## src/rtl/an_link_pkg.sv

```systemverilog
package an_link_pkg;
  localparam int WORD_W = 16;
  localparam logic [4:0] SELECTOR = 5'b00001;
  localparam int ACK_BIT = 14;
  localparam logic [4:0] REG_CTRL = 5'd0;
  localparam logic [4:0] REG_ADV = 5'd4;
  localparam logic [4:0] REG_PARTNER = 5'd5;
  localparam logic [4:0] REG_STATUS = 5'd31;

  typedef enum logic [1:0] {
    ST_IDLE,
    ST_DETECT,
    ST_ACK,
    ST_DONE
  } anState_t;

  typedef struct packed {
    logic restart;
    logic accept;
    logic fault;
    logic finish;
    logic inDetect;
    logic inAck;
  } anStrobe_t;
endpackage

```

## src/rtl/an_link_datapath.sv

```systemverilog
module an_link_datapath
  import an_link_pkg::*;
#(
  parameter logic [3:0] ABIL_DEFAULT = 4'hF,
  parameter int MATCH_NEED = 3,
  parameter int ACK_NEED = 3,
  parameter int WINDOW = 64
) (
  input  logic              clk,
  input  logic              rstN,
  input  logic              regWrEn,
  input  logic [4:0]        regAddr,
  input  logic [WORD_W-1:0] regWrData,
  output logic [WORD_W-1:0] regRdData,
  input  logic              linkUp,
  input  logic              rxWordValid,
  input  logic [WORD_W-1:0] rxWord,
  input  anStrobe_t         strb,
  input  logic              anDone,
  output logic              restartReq,
  output logic              powerDown,
  output logic              matchSeen,
  output logic              noCommon,
  output logic              ackMismatch,
  output logic              ackDoneHit,
  output logic              windowExpired,
  output logic [3:0]        txAbility,
  output logic              speed100,
  output logic              fullDuplex,
  output logic              pdFault
);
  localparam int CNT_W = $clog2(MATCH_NEED + 1);
  localparam int ACK_W = $clog2(ACK_NEED + 1);
  localparam int TMR_W = $clog2(WINDOW + 1);
  localparam logic [CNT_W-1:0] MATCH_LAST = CNT_W'(MATCH_NEED - 1);
  localparam logic [ACK_W-1:0] ACK_LAST = ACK_W'(ACK_NEED - 1);
  localparam logic [TMR_W-1:0] TMR_LAST = TMR_W'(WINDOW - 1);

  logic [3:0] advAbility, activeAbility;
  logic restartBit, pdPrev, linkPrev;
  logic [WORD_W-2:0] lastKey;
  logic [CNT_W-1:0] sameCnt;
  logic [ACK_W-1:0] ackCnt;
  logic [TMR_W-1:0] timer;
  logic [WORD_W-1:0] partnerWord;
  logic wrCtrl, wrAdv;
  logic [WORD_W-2:0] rxKey, partnerKey;
  logic [3:0] common;

  assign wrCtrl = regWrEn && (regAddr == REG_CTRL);
  assign wrAdv = regWrEn && (regAddr == REG_ADV);
  assign rxKey = {rxWord[WORD_W-1], rxWord[ACK_BIT-1:0]};
  assign partnerKey = {partnerWord[WORD_W-1], partnerWord[ACK_BIT-1:0]};
  assign common = activeAbility & rxWord[8:5];

  assign restartReq = restartBit | (pdPrev & ~powerDown) | (linkPrev & ~linkUp);
  assign matchSeen = strb.inDetect && rxWordValid && (sameCnt == MATCH_LAST) && (rxKey == lastKey);
  assign noCommon = (common == 4'b0000);
  assign ackMismatch = strb.inAck && rxWordValid && (rxKey != partnerKey);
  assign ackDoneHit = strb.inAck && rxWordValid && !ackMismatch && rxWord[ACK_BIT] && (ackCnt == ACK_LAST);
  assign windowExpired = strb.inAck && !rxWordValid && (timer == TMR_LAST);
  assign txAbility = activeAbility;

  // Register-side state
  always_ff @(posedge clk) begin
    if (!rstN) begin
      advAbility <= ABIL_DEFAULT;
      powerDown <= 1'b0;
      restartBit <= 1'b0;
      pdPrev <= 1'b0;
      linkPrev <= 1'b0;
    end else begin
      pdPrev <= powerDown;
      linkPrev <= linkUp;
      if (strb.restart) restartBit <= 1'b0;
      if (wrCtrl) begin
        if (regWrData[15]) begin
          advAbility <= ABIL_DEFAULT;
          powerDown <= 1'b0;
          restartBit <= 1'b1;
        end else begin
          powerDown <= regWrData[11];
          if (regWrData[9]) restartBit <= 1'b1;
        end
      end
      if (wrAdv) advAbility <= regWrData[8:5];
    end
  end

  // Negotiation-side state
  always_ff @(posedge clk) begin
    if (!rstN) begin
      activeAbility <= ABIL_DEFAULT;
      lastKey <= '0;
      sameCnt <= '0;
      ackCnt <= '0;
      timer <= '0;
      partnerWord <= '0;
      speed100 <= 1'b0;
      fullDuplex <= 1'b0;
      pdFault <= 1'b0;
    end else if (strb.restart) begin
      activeAbility <= advAbility;
      sameCnt <= '0;
      ackCnt <= '0;
      timer <= '0;
      speed100 <= 1'b0;
      fullDuplex <= 1'b0;
      pdFault <= 1'b0;
    end else begin
      if (strb.inDetect && rxWordValid) begin
        lastKey <= rxKey;
        sameCnt <= (sameCnt != '0 && rxKey == lastKey) ? sameCnt + 1'b1 : CNT_W'(1);
      end
      if (strb.fault) begin
        pdFault <= 1'b1;
        sameCnt <= '0;
      end
      if (strb.accept) begin
        partnerWord <= rxWord;
        pdFault <= 1'b0;
        speed100 <= common[3] | common[2];
        fullDuplex <= common[3] | (~common[2] & common[1]);
        ackCnt <= '0;
        timer <= '0;
        sameCnt <= '0;
      end
      if (strb.inAck) begin
        if (rxWordValid) begin
          timer <= '0;
          if (!ackMismatch && rxWord[ACK_BIT]) ackCnt <= ackCnt + 1'b1;
        end else begin
          timer <= timer + 1'b1;
        end
      end
    end
  end

  always_comb begin
    regRdData = '0;
    case (regAddr)
      REG_CTRL: begin
        regRdData[9] = restartBit;
        regRdData[11] = powerDown;
      end
      REG_ADV: regRdData = {7'b0, advAbility, SELECTOR};
      REG_PARTNER: regRdData = partnerWord;
      REG_STATUS: regRdData = {12'b0, pdFault, anDone, speed100, fullDuplex};
      default: regRdData = '0;
    endcase
  end


  restart_clear_chk: assert property (@(posedge clk) disable iff (!rstN)
    (restartBit && !powerDown && !wrCtrl) |=> !restartBit);

  fault_not_ack_chk: assert property (@(posedge clk) disable iff (!rstN)
    pdFault |-> !strb.inAck);
endmodule

```

## src/rtl/an_link_ctrl.sv

```systemverilog
module an_link_ctrl
  import an_link_pkg::*;
(
  input  logic      clk,
  input  logic      rstN,
  input  logic      powerDown,
  input  logic      restartReq,
  input  logic      matchSeen,
  input  logic      noCommon,
  input  logic      ackMismatch,
  input  logic      ackDoneHit,
  input  logic      windowExpired,
  output anStrobe_t strb,
  output logic      anDone,
  output logic      txEnable,
  output logic      txAck
);
  anState_t state, nextState;

  always_ff @(posedge clk) begin
    if (!rstN) state <= ST_DETECT;
    else state <= nextState;
  end

  always_comb begin
    nextState = state;
    strb = '0;
    strb.inDetect = (state == ST_DETECT);
    strb.inAck = (state == ST_ACK);
    if (powerDown) begin
      nextState = ST_IDLE;
    end else if (restartReq || state == ST_IDLE) begin
      nextState = ST_DETECT;
      strb.restart = 1'b1;
    end else begin
      case (state)
        ST_DETECT: begin
          if (matchSeen) begin
            if (noCommon) begin
              strb.fault = 1'b1;
            end else begin
              strb.accept = 1'b1;
              nextState = ST_ACK;
            end
          end
        end
        ST_ACK: begin
          if (ackMismatch || windowExpired) begin
            strb.restart = 1'b1;
            nextState = ST_DETECT;
          end else if (ackDoneHit) begin
            strb.finish = 1'b1;
            nextState = ST_DONE;
          end
        end
        default: nextState = state;
      endcase
    end
  end

  assign anDone = (state == ST_DONE);
  assign txEnable = (state == ST_DETECT) || (state == ST_ACK);
  assign txAck = (state == ST_ACK);


  strobe_excl_chk: assert property (@(posedge clk) disable iff (!rstN)
    $onehot0({strb.restart, strb.accept, strb.fault, strb.finish}));

  ack_from_detect_chk: assert property (@(posedge clk) disable iff (!rstN)
    (state == ST_ACK && $past(state) != ST_ACK) |-> $past(state) == ST_DETECT);

  done_from_ack_chk: assert property (@(posedge clk) disable iff (!rstN)
    (state == ST_DONE && $past(state) != ST_DONE) |-> $past(state) == ST_ACK);
endmodule

```

## src/rtl/an_link_negotiator.sv

```systemverilog
module an_link_negotiator
  import an_link_pkg::*;
#(
  parameter logic [3:0] ABIL_DEFAULT = 4'hF,
  parameter int MATCH_NEED = 3,
  parameter int ACK_NEED = 3,
  parameter int WINDOW = 64
) (
  input  logic        clk,
  input  logic        rstN,
  input  logic        regWrEn,
  input  logic [4:0]  regAddr,
  input  logic [15:0] regWrData,
  output logic [15:0] regRdData,
  input  logic        linkUp,
  input  logic        rxWordValid,
  input  logic [15:0] rxWord,
  output logic        txEnable,
  output logic [15:0] txWord,
  output logic        anDone,
  output logic        speed100,
  output logic        fullDuplex,
  output logic        pdFault
);
  anStrobe_t strb;
  logic restartReq, powerDown, matchSeen, noCommon;
  logic ackMismatch, ackDoneHit, windowExpired, txAck;
  logic [3:0] txAbility;

  an_link_datapath #(
    .ABIL_DEFAULT(ABIL_DEFAULT), .MATCH_NEED(MATCH_NEED),
    .ACK_NEED(ACK_NEED), .WINDOW(WINDOW)
  ) dp (
    .clk(clk), .rstN(rstN), .regWrEn(regWrEn), .regAddr(regAddr),
    .regWrData(regWrData), .regRdData(regRdData), .linkUp(linkUp),
    .rxWordValid(rxWordValid), .rxWord(rxWord), .strb(strb), .anDone(anDone),
    .restartReq(restartReq), .powerDown(powerDown), .matchSeen(matchSeen),
    .noCommon(noCommon), .ackMismatch(ackMismatch), .ackDoneHit(ackDoneHit),
    .windowExpired(windowExpired), .txAbility(txAbility), .speed100(speed100),
    .fullDuplex(fullDuplex), .pdFault(pdFault)
  );

  an_link_ctrl ctrl (
    .clk(clk), .rstN(rstN), .powerDown(powerDown), .restartReq(restartReq),
    .matchSeen(matchSeen), .noCommon(noCommon), .ackMismatch(ackMismatch),
    .ackDoneHit(ackDoneHit), .windowExpired(windowExpired), .strb(strb),
    .anDone(anDone), .txEnable(txEnable), .txAck(txAck)
  );

  assign txWord = {1'b0, txAck, 5'b0, txAbility, SELECTOR};
endmodule

```

## config.mk

```make
export PLATFORM = sky130hd
export DESIGN_NAME = an_link_negotiator
export DESIGN_NICKNAME = d
export VERILOG_FILES = /design/src/rtl/an_link_pkg.sv /design/src/rtl/an_link_datapath.sv /design/src/rtl/an_link_ctrl.sv /design/src/rtl/an_link_negotiator.sv
export SDC_FILE = /design/constraint.sdc
export NUM_CORES = 1
export LEC_CHECK = 0
export BUFFER_PORTS_ARGS = -buffer_cell sky130_fd_sc_hd__buf_2
export CAP_MARGIN = 20
export CORE_MARGIN = 2
export CORE_UTILIZATION = 45
export CTS_CLUSTER_DIAMETER = 150
export DETAILED_ROUTE_END_ITERATION = 10
export PLACE_DENSITY = 0.75
export SLEW_MARGIN = 0
export SYNTH_ARGS = -nofsm -noshare
export SYNTH_HDL_FRONTEND = slang
export SYNTH_SLANG_ARGS = --single-unit
```

## constraint.sdc

```tcl
create_clock -name clk -period 2.7 [get_ports clk]
set_input_delay 0.81 -clock clk [delete_from_list [all_inputs] [get_ports clk]]
set_output_delay 0.81 -clock clk [all_outputs]
set_load 0.02 [all_outputs]
```

# After elaboration in Yosys (flattened, before gate mapping)
# Index checks and enable logic that the tools add are counted.
dict set report totals {
  register_bits 59
  in_bits 42
  out_inout_bits 37
  wordCells 126
}
dict set report classes {
  addsub 3
  eq_ne 17
  muxes 40
  bitwise 13
  reduce_logical 37
}
# op n
set ops {}
lappend ops {{case mux 9 bit (3 select lines)} 1}
lappend ops {{2-to-1 mux 2 bit} 11}
lappend ops {{2-to-1 mux 7 bit} 3}
lappend ops {{2-to-1 mux 4 bit} 5}
lappend ops {{2-to-1 mux 1 bit} 16}
lappend ops {{== test 15 bit} 1}
lappend ops {{inequality test 15 bit} 1}
lappend ops {{logical AND 1 bit} 14}
lappend ops {{== test 5 x 3 -> 1 bit (second input constant)} 2}
lappend ops {{nonzero test 2 bit} 5}
lappend ops {{== test 2 bit (second input constant)} 4}
lappend ops {{AND reduction 4 bit} 2}
lappend ops {{adder 7 x 1 -> 7 bit (second input constant)} 1}
lappend ops {{== test 7 x 6 -> 1 bit (second input constant)} 1}
lappend ops {{AND reduction 2 bit} 3}
lappend ops {{OR reduction 3 bit} 2}
lappend ops {{== test 5 bit (second input constant)} 1}
lappend ops {{zero test 5 bit} 1}
lappend ops {{inequality test 5 bit (second input constant)} 1}
lappend ops {{inverter 1 bit} 5}
lappend ops {{adder 2 x 1 -> 2 bit (second input constant)} 2}
lappend ops {{bitwise AND 4 bit} 1}
lappend ops {{zero test 4 bit} 1}
lappend ops {{inequality test 4 x 2 -> 1 bit (second input constant)} 1}
lappend ops {{other kinds (16)} 25}

# Depth between registers and ports, before layout
dict set report depth {
  depth_word 16
  depth_mapped 11
  ltp_nobuf 8
}

# Modules after synthesis
# A second synthesis with hierarchy kept.
dict set report unflattened {
  hier_cells 401
  hier_area_um2 3288.2
}
# module n_inst cells_per_inst area_per_inst_um2 seq_area_each_um2
set by_module_without_submodules {}
lappend by_module_without_submodules {an_link_datapath 1 356 2941.6 1141.1}
lappend by_module_without_submodules {an_link_ctrl 1 31 249.0 40.0}
lappend by_module_without_submodules {an_link_negotiator 1 14 97.6 0.0}

# Worst setup path before layout
# No wires, ideal clock.
dict set report synth_path {
  path_kind {input to output}
  from {input port regAddr[4]}
  to {output port regRdData[11]}
  arrival_ns 1.854
  required_time_ns 1.890
  slack_ns 0.036
  cell_stages 5
  n_path_buf 1
  cell_sequence {nor3_1 nand2_1 nor2_1 clkbuf_1 a22o_1}
}
dict set report synth_between {
  elab_chain_cells 2
  elab_cells_between_ends 3
  classes_between {eq/ne: 1; mux: 1; reduce/logical: 1}
}
# element line_no
set synth_lines {}
lappend synth_lines {{from (decl)} an_link_negotiator.sv:12} ;# input logic [4:0] regAddr,
lappend synth_lines {{== test 5 x 3 -> 1 bit / zero test 5 bit (equally long branches)} an_link_datapath.sv:141} ;# case (regAddr)
lappend synth_lines {{case mux 1 bit (2 select lines) *} an_link_datapath.sv:141}
lappend synth_lines {{to (decl)} an_link_negotiator.sv:14} ;# output logic [15:0] regRdData,
# Every way passes the cells marked *; elsewhere a longest branch is shown, timed or not.

# Worst setup path in the final report
dict set report layout_path {
  from {input port regAddr[3]}
  to {output port regRdData[9]}
}
# The elaborated chain is that of the path after synthesis.

==> results.txt <==
* Number of buffers added to fix hold violations after cts: 0
* Final wirelength: 8174 um
- Most instantiated library cell after synthesis: nand2_1
- Type of origin of the critical path: input pin
- After synthesis, the largest family of logic cells by area is simple AND/OR/NAND/NOR gates.
- In the final layout, flip-flops and latches occupy 1181 um2.
- The pre-antenna-repair detailed-routing pass consisted of 4 iterations.
- The die is about 89 um tall.
- Sequential-to-total area share from yosys stat: a little over a third
- Standard-cell rows: 30
- Entering global routing, the biggest net connects 49 pins.
- Summed over all layers, the global routing overflow is 0.
* Share of synthesized cell area in full adder, half adder and majority cells: slightly above 3%
- In the finished design, the share of the clock period the worst path needs comes to 98.61%.
* Post-layout minimum cycle time: 2662 ps
* Met3 layer wire length in the routed design: 388 um
- Footprint of the multi-input gates: between 1500 and 2000 um2
* Worst-path clk slew: ~60 ps
- The detail route stage leaves a number of antenna-violating nets equal to 0.
- Multiplexer share of the synthesized area: 12.70%
* Global-route wire length before repair: 12530 um
* Cell area power density: 569.1 nW/um2
- Per report_power, the sequential group accounts for between 40 and 50% of the total.
- For the worst setup path, the data required time is 1890 ps.
* Wire per inst: around 15 um
- 79 I/O pins were placed.
* Number of clock sinks: 59
- By startpoint and endpoint, the worst setup path is classified as in -> out.
- Data on the critical path arrives at its endpoint at 1850 ps.
- The number of hold violations in the final report came to 0.
- The Yosys step of the flow raised 0 warnings.
- The clock tree synthesis step divided the H-tree into 3 levels.
- GRT Resource Usage Total: between 20% and 30%
- The number of antenna diodes in the final layout is 0.
- The biggest area contributor in the post-synthesis netlist is dfxtp_1.
- DR iter-0 viols: between 100 and 150
- Combinational group share of total power: 19.2%
- For this run, asynchronously set or reset flops after synthesis account for 0%.
* Highest metal used: met4
* Hold/Removal Path Class: reg -> reg
- Fraction of final layout cells sized beyond drive strength 1: 22.80%
* Count of maximum capacitance violations: 0
- The mapped netlist covers 3231 um2.
* Layout-stage area growth over the synthesis result: 20.60%
- Clock skew after layout: 13.90 ps
- The internal portion of the total power is 0.001568 W.
* Clock tree from TritonCTS: yes
* Yosys top cell area share: between 30% and 40%
- In this run, CTS created clock tree buffers numbering 9.
- Placeable core region: 6869 um2
- Routability-driven placement finished with a final weighted congestion of 0.8648.
- After detailed routing, the wire length on met1 is roughly 3500 um.
- #FFs+latches synth: 59
- Synthesis produced a netlist whose cell count is 373.
- Achievable clock frequency: 375.6 MHz
- The run finished with clean final reports.
- At the end of the flow, the number of nets in the layout was 488.
- Crit path max fanout: 6
- Element type at the critical path end: primary output
- After synthesis, the cell types taking the most area are dfxtp_1 (37%), mux2i_1 (13%), nand2_1 (7.9%).
- For this design the static power due to leakage is between 1.5 and 2 nW.
- Slew Limit Fails: 0
- Compound-Gate Fraction of Synth Area: ~10%
* Setup-failing EPs final: 0
* Switching part of the total power: between 20% and 30%
* Core occupancy in the finished layout: between 50% and 60%
* Net switching power figure: between 0.0006 and 0.0007 W
- The synthesized design contains 0 enable-type register cells.
* Maximum clock path buffer count: 2
- The initial utilization of the core area, before any placement, comes to 47.03%.
* Post-synthesis share of cell area spent on xor and xnor gates: approximately 8%
* Antenna violations before repair: 0
* Buffers added on ports: 58
- Synth Area in Simple Gates: 22.70%
- Top cells by count, synth: nand2_1 (68), dfxtp_1 (59), mux2i_1 (41)
- After detailed routing, the number of remaining DRC violations is 0.
- Largest vdd supply drop: 0.0003547 V
- Clock latency on the worst-skew pair, taken at its later pin, is 350 ps.
* Post-route worst hold slack: 459.0 ps
* Vias after detailed routing: 2851
- Vias per Instance: 5.289
- Dividing the synthesized area by the synthesized cell count gives 8.661 um2.
- After legalization and detailed placement, the total HPWL measured 5896 um.
- The tree is rooted in a clkbuf_8.
* Die Footprint: just under 8000 um2
- After synthesis, the netlist uses 50 different library cells.
* Final Cell Area: ~4000 um2
- Vias in the first global route: 2792
- The filler cells instantiated in the layout total 619.
- Clk pwr share: 36.2%
* DR WL met2: around 4100 um
- Horizontal extent of the die: 88.73 um
- Most used DFF post-synth: dfxtp_1
- The placed instances occupy a cell area of 3635 um2.
## per-layer routing
layer,up-vias,GRT usage (%)
met1,1364,24.27
met2,73,36.09
met3,15,7.090
met5,-,0
met4,0,7.163
li1,1399,-
## sequential cells by signal, indices dropped and copies added (netlist names), 2 cells and up
signal and cells:
dp.lastKey 15, ctrl.state 2, dp.sameCnt 2, dp.txAbility 4, dp.ackCnt 2, dp.partnerWord 16
dp.advAbility 4, dp.timer 7
## power by group through the flow
stage | combinational, W | sequential (W) | clock (W)
3_3_place_gp | 0.000405 | 0.00100 | 0
6_report | 0.000426 | 0.000988 | 0.000803
4_1_cts | 0.000418 | 0.000988 | 0.000818
3_5_place_dp | 0.000414 | 0.00101 | 0
2_1_floorplan | 0.000318 | 0.000997 | 0
5_1_grt | 0.000459 | 0.000996 | 0.000866
## what timing repair did
action                                  CTS  global route
endpoints found under the hold margin     0             0
resized for setup                         2            16
endpoints found under the setup margin   11            11
setup buffers                             0             0
cloned                                    0             1
pin swaps                                 0             4
## worst max-delay path: stages
cell	delay, ps
buf_6	100
nor3_4	210
nand2_2	100
nor2_4	180
buf_6	160
a22o_1	170
buf_6	120
## logic make-up (layout without fill, tap and decap cells)
logic type,after synthesis,after routing
muxes,41,41
adders and majority gates,8,8
buffers and inverters,36,97
AOI/OAI and AO/OA,46,46
xor gates and xnor gates,30,30
DFF,59,59
and+or+nand+nor,151,151
other,2,11
## cell usage in the layout, fill, tap and decap left out, types with 2 or more instances in the layout
cell type	n
nand2_1	67
dfxtp_1	59
buf_2	52
mux2i_1	41
nor2_1	24
xor2_1	15
xnor2_1	15
buf_4	14
a21oi_1	11
conb_1	11
clkbuf_8	10
and2_1	9
nand3_1	8
o21ai_0	8
nand4_1	8
ha_1	8
inv_1	7
a22o_1	6
nor4_1	6
buf_6	5
nor2b_1	4
nand2b_1	4
o22ai_1	4
nor3_1	3
a211oi_1	3
clkinv_2	3
buf_12	3
nand2_2	2
and3_1	2
a31oi_1	2
nand3b_1	2
a32oi_1	2
## final cells by class
cell class                 instances  area share (%)
clock inverter                     5           1.349
sequential                        59           30.31
clock buffer                      11           3.629
inverter                           7          0.6744
timing repair buffer              74           12.36
multi-input combinational        287           48.59
tap                               96           3.083
## worst paths after layout
path              slack (ps)  depth (start not counted)                from                 end
setup / recovery          40                          7          regAddr[3]        regRdData[9]
hold / removal           460                          2  dp.partnerWord[14]  dp.partnerWord[14]
setup reg to reg         520                          9       ctrl.state[1]         dp.timer[6]
hold reg to reg          460                          2  dp.partnerWord[14]  dp.partnerWord[14]
## metrics by stage
stage / setup WS (ps) / total power [W] / setup TNS, ps / std cells
floorplan: 35.93 / 0.001315 / 0 / 382
global placement: -21.87 / 0.001407 / -41.80 / 522
detailed placement: -82.18 / 0.001421 / -279.1 / 522
CTS: 32.25 / 0.002223 / 0 / 538
global route: -23.80 / 0.002322 / -86.93 / 539
finish: 37.66 / 0.002217 / 0 / 539
No activity file was read; power rests on OpenSTA's default activity.
